### src/rtl/zxseq_pkg.sv
package zxseq_pkg;

    localparam int NPH = 3;
    localparam int CFG_W = 2;
    localparam logic [CFG_W-1:0] WIRE_3V4W = 2'b00;

    typedef enum logic [1:0] {
        PH_A = 2'd0,
        PH_B = 2'd1,
        PH_C = 2'd2
    } phase_e;

    typedef struct packed {
        logic   valid;
        phase_e ph;
    } hist_t;

    localparam hist_t HIST_EMPTY = '{valid: 1'b0, ph: PH_A};

    function automatic phase_e succ_of(input phase_e p);
        case (p)
            PH_A:    succ_of = PH_B;
            PH_B:    succ_of = PH_C;
            default: succ_of = PH_A;
        endcase
    endfunction

endpackage

### src/rtl/zxseq_chain.sv
module zxseq_chain
    import zxseq_pkg::*;
(
    input  hist_t            hist_in,
    input  logic [NPH-1:0]   zx,
    output hist_t            hist_out,
    output logic             bad
);
    hist_t h_s [NPH+1];
    logic  b_s [NPH+1];

    assign h_s[0] = hist_in;
    assign b_s[0] = 1'b0;

    for (genvar i = 0; i < NPH; i++) begin : g_stage
        localparam phase_e THIS_PH = phase_e'(2'(i));
        logic mismatch;
        assign mismatch = h_s[i].valid && (succ_of(h_s[i].ph) != THIS_PH);
        assign h_s[i+1] = zx[i] ? '{valid: 1'b1, ph: THIS_PH} : h_s[i];
        assign b_s[i+1] = b_s[i] | (zx[i] & mismatch);
    end

    assign hist_out = h_s[NPH];
    assign bad      = b_s[NPH];
endmodule

### src/rtl/zxseq_track.sv
module zxseq_track
    import zxseq_pkg::*;
(
    input  logic           clk,
    input  logic           rst,
    input  logic           en,
    input  logic [NPH-1:0] zx,
    output logic           err_pulse
);
    hist_t hist_q, hist_d;
    logic  bad;

    zxseq_chain u_chain (
        .hist_in (hist_q),
        .zx      (zx),
        .hist_out(hist_d),
        .bad     (bad)
    );

    always_ff @(posedge clk) begin
        if (rst || !en) hist_q <= HIST_EMPTY;
        else            hist_q <= hist_d;
    end

    assign err_pulse = en & bad;

    // with no history, a single crossing cannot be an error
    p_first_free_r4: assert property (@(posedge clk) disable iff (rst)
        (!hist_q.valid && $countones(zx) == 1) |-> !err_pulse);

    // disabling drops the remembered phase
    p_forget_r9: assert property (@(posedge clk) disable iff (rst)
        !en |=> !hist_q.valid);

    // same phase twice in a row flags
    p_repeat_r5: assert property (@(posedge clk) disable iff (rst)
        (en && hist_q.valid && $countones(zx) == 1 && zx[hist_q.ph]) |-> err_pulse);
endmodule

### src/rtl/zxseq_status.sv
module zxseq_status (
    input  logic clk,
    input  logic rst,
    input  logic set_i,
    input  logic clr_i,
    input  logic mask_i,
    output logic stat_o,
    output logic irq_n_o
);
    logic stat_q;

    always_ff @(posedge clk) begin
        if (rst)        stat_q <= 1'b0;
        else if (set_i) stat_q <= 1'b1;
        else if (clr_i) stat_q <= 1'b0;
    end

    assign stat_o  = stat_q;
    assign irq_n_o = !(stat_q && mask_i);

    p_set_r3: assert property (@(posedge clk) disable iff (rst)
        set_i |=> stat_q);

    p_clear_r8: assert property (@(posedge clk) disable iff (rst)
        (clr_i && !set_i) |=> !stat_q);

    p_sticky_r10: assert property (@(posedge clk) disable iff (rst)
        (stat_q && !clr_i) |=> stat_q);
endmodule

### src/rtl/zxseq_detect.sv
module zxseq_detect
    import zxseq_pkg::*;
(
    input  logic             clk,
    input  logic             rst,
    input  logic [NPH-1:0]   zx_rise,
    input  logic [CFG_W-1:0] wire_cfg,
    input  logic             err_mask,
    input  logic             err_clr,
    output logic             seq_err,
    output logic             irq_n
);
    logic en;
    logic err_pulse;

    assign en = (wire_cfg == WIRE_3V4W);

    zxseq_track u_track (
        .clk      (clk),
        .rst      (rst),
        .en       (en),
        .zx       (zx_rise),
        .err_pulse(err_pulse)
    );

    zxseq_status u_status (
        .clk    (clk),
        .rst    (rst),
        .set_i  (err_pulse),
        .clr_i  (err_clr),
        .mask_i (err_mask),
        .stat_o (seq_err),
        .irq_n_o(irq_n)
    );

    p_irq_low_r7: assert property (@(posedge clk) disable iff (rst)
        (seq_err && err_mask) |-> !irq_n);

    p_irq_high_r7: assert property (@(posedge clk) disable iff (rst)
        (!seq_err || !err_mask) |-> irq_n);

    p_off_quiet_r9: assert property (@(posedge clk) disable iff (rst)
        (!en && !seq_err) |=> !seq_err);

    p_reset_r1: assert property (@(posedge clk)
        rst |=> (!seq_err && irq_n));
endmodule

### config.mk
export PLATFORM = sky130hd
export DESIGN_NAME = zxseq_detect
export DESIGN_NICKNAME = d
export VERILOG_FILES = /design/src/rtl/zxseq_pkg.sv /design/src/rtl/zxseq_chain.sv /design/src/rtl/zxseq_track.sv /design/src/rtl/zxseq_status.sv /design/src/rtl/zxseq_detect.sv
export SDC_FILE = /design/constraint.sdc
export NUM_CORES = 1
export LEC_CHECK = 0
export ABC_AREA = 1
export CAP_MARGIN = 5
export CORE_AREA = 5 5 42 44
export CTS_CLUSTER_DIAMETER = 40
export DETAILED_ROUTE_END_ITERATION = 6
export DIE_AREA = 0 0 47 49
export PLACE_DENSITY = 0.48
export SLEW_MARGIN = 20
export SYNTH_ARGS = -nofsm -noshare
export SYNTH_HDL_FRONTEND = slang
export SYNTH_SLANG_ARGS = --single-unit
### constraint.sdc
create_clock -name clk -period 0.85 [get_ports clk]
set_input_delay 0.1275 -clock clk [delete_from_list [all_inputs] [get_ports clk]]
set_output_delay 0.1275 -clock clk [all_outputs]
set_load 0.005 [all_outputs]
==> key figures <==
Routing
  • Vias: 251
  • Detailed Route WL: 512 um
  • Iter 0 DRT Violations: 1
  • DRC: 0
  • Post-DR wirelength/cell: slightly below 8 um
  • Drt pass-1 iters: 2
  • Drt via density: roughly 3.8
  • Routed Antenna Nets: 0

Power
  • Clock share of power: 45.1%
  • Peak VDD IR: 0.321 mV
  • Switching share of power: 22.4%
  • P_sw: 0.116 mW
  • Reg power frac: approximately two fifths
  • Power Density: between 1000 and 1500 nW/um^2
  • Logic pwr share: 16.2%
  • Int Power: 0.401 mW
  • Leak Pwr: 0.198 nW
  • Final Power: 0.517 mW

Setup path
  • Worst reg2reg path endpoint: u_status.stat_o
  • Worst setup path endpoint: irq_n
  • Startpoint Class: flop
  • Worst reg2reg setup slack: approximately 10 ps
  • Slowest-stage cell, CP: dfxtp_2
  • Max incr delay on CP: 330 ps
  • Critical Path AT: 720 ps
  • CP required: 720 ps
  • Crit. End Element: output pin
  • Crit path cell chain: nand2_1 > buf_2
  • Worst r2r src: u_track.hist_q[2]
  • Crit path launch: u_status.stat_o
  • Worst Reg-to-Reg Cells: 6
  • Critical path peak fanout: 3
  • Crit Path Category: reg2out

Run
  • Max-cap violation count: 0

Synth
  • Synth cell types: 13
  • Synth Register Bits: 4
  • Avg Inst Size Synth: 6.11 um^2
  • Part of the Yosys area used for sequential elements: around 37%
  • Synth top area share: between 30% and 40%
  • Synth area leaders: dfxtp_1, nand2_1, nor2_1
  • Mapped Cells: 35
  • Synth area leader: dfxtp_1
  • Cell Area, Synth: 214 um^2
  • Synthesis Warnings: 0
  • Syn Nets: 44

Floorplan
  • Num rows: 14
  • Die footprint: 2300 um^2
  • Initial core utilization: 15.3%
  • IO Count: 11
  • Die Y: between 40 and 50 um
  • Die span in x: roughly 47 um
  • Core Area: ~1400 um^2

Global routing
  • Global-route wire length before repair: 834 um
  • Initial antenna violation count: 0
  • Largest net degree at the start of global routing: 5
  • Vias in the first global route: 232
  • GRT Util Overall: 5.57%
  • GRT overflow: 0

CTS
  • CTS buffer count: 3
  • Root Buffer: clkbuf_4
  • Post-CTS setup buffers: 0
  • CTS Sinks: 4
  • CTS tree: built
  • Hold buffers post-CTS: 0
  • Max Buffers Root-to-Sink: 2
  • H-tree Lvls: 1
  • CTS clk-pin slew, worst paths: 40 ps
  • Clock latency on the worst-skew pair: 230 ps

Timing
  • Fin. Hold Viols: 0
  • Period utilisation layout: 100%
  • Worst-Margin Slew: 169 ps
  • Slew margin rel.: 88.8%
  • Maximum clock rate: around 1200 MHz
  • Setup ws final: -1.28 ps
  • Min Hold Slack: 394 ps
  • Layout Skew: 5.92 ps
  • Slew Viols, Final: 0
  • RSZ-0062 raised after global routing: yes
  • Final min period: 851 ps
  • Final setup viols: 1
  • Final TNS setup: -1.28 ps

Placement
  • Buffers on Ports: 10
  • Placer Congestion: about 0.73
  • HPWL after detailed placement: ~380 um
  • DP Area: 349 um^2

Finish
  • Synth-to-Final Area Change: 78.9%
  • Fillers: 172
  • Layout cells sized above 1: 38.0%
  • Final Core Density: 27.3%
  • Post-route cell area: around 380 um^2
  • # diodes: 0
  • Layout Nets: 61

Worst hold path
  • Hold crit path type: in2reg
  • HP Start: zx_rise[1]

Status
  • Status: finished, violations left
  • Failing checks: negative setup slack
## sequential cells by signal, summed over array words and instances, names as in the netlist
register,flops
u_status.stat_o,1
u_track.hist_q,3
## repair_timing
| action | CTS | global route |
|---|---|---|
| gates resized for setup | 14 | 6 |
| pin swaps | 3 | 5 |
| setup endpoints to repair | 3 | 3 |
## cell type report
type	instances	area, um^2	area share [%]
sequential	4	83.8	21.9
timing repair buffer	12	105	27.5
multi-input combinational	24	124	32.4
inverter	7	27.5	7.19
clock buffer	3	22.5	5.88
tap	16	20.0	5.23
## stage by stage
| stage | std cells | setup slack (ps) |
|---|---|---|
| 4_1_cts | 66 | -19.3 |
| 6_report | 66 | -1.28 |
| 3_5_place_dp | 63 | -352 |
| 5_1_grt | 66 | -74.1 |
| 3_3_place_gp | 63 | -357 |
| 2_1_floorplan | 35 | 46.6 |
## power groups by stage
stage               registers (mW)  logic (mW)  clock network [mW]
floorplan                    0.200      0.0315                   0
global placement             0.200      0.0838                   0
detailed placement           0.200      0.0835                   0
CTS                          0.198      0.0804               0.247
global route                 0.200      0.0955               0.253
finish                       0.200      0.0839               0.233
## cell usage in the layout (no fill, tap or decap)
master and n:
o21ai_1 1, a21oi_1 1, dfxtp_2 3, buf_4 2
clkbuf_4 3, nand3_2 1, inv_1 4, clkdlybuf4s50_1 5
nand2_1 11, nor2_2 1, nor2_4 1, nand2_2 2
inv_2 2, dlygate4sd2_1 2, buf_2 2, dfxtp_1 1
dlymetal6s2s_1 1, nand3_1 1, nor2_1 3, nand3b_1 1
clkinv_2 1, a21oi_2 1
## layer usage
layer  global-route usage [%]  part of all wire [%]  up-vias
li1                         -                     -      134
met1                     5.96                    44      106
met2                     6.79                    41       11
met3                     3.69                    15        0
met4                     5.53                     0        0
met5                        0                     0        -
## worst min path at each step
stage	end	slack (ps)	cells after the start
after floorplan	u_track.hist_q[0]	200	1
after global placement	u_status.stat_o	480	2
after detailed placement	u_status.stat_o	480	2
after CTS	u_track.hist_q[0]	380	5
after global routing	u_track.hist_q[0]	420	5
final	u_track.hist_q[0]	390	5
## cell usage after synthesis (all sizes together)
library cell  number
a21oi              2
clkinv             2
dfxtp              4
inv                5
nand2             13
nand3              2
nand3b             1
nor2               5
o21ai              1
## critical path: cells and delay by family (launching register included)
family / cells / cell delay, ps
buffers and inverters: 1 / 120
flip-flops: 1 / 330
AND/OR/NAND/NOR: 1 / 40
## logic make-up after synthesis
kind of cell	Yosys count	share of synthesized area, %
buffers and inverters	7	12.9
AO/OA/AOI/OAI	3	8.77
flip-flops	4	37.4
AND/OR/NAND/NOR	21	40.9
Note: power is estimated with default switching activity, not from simulation.
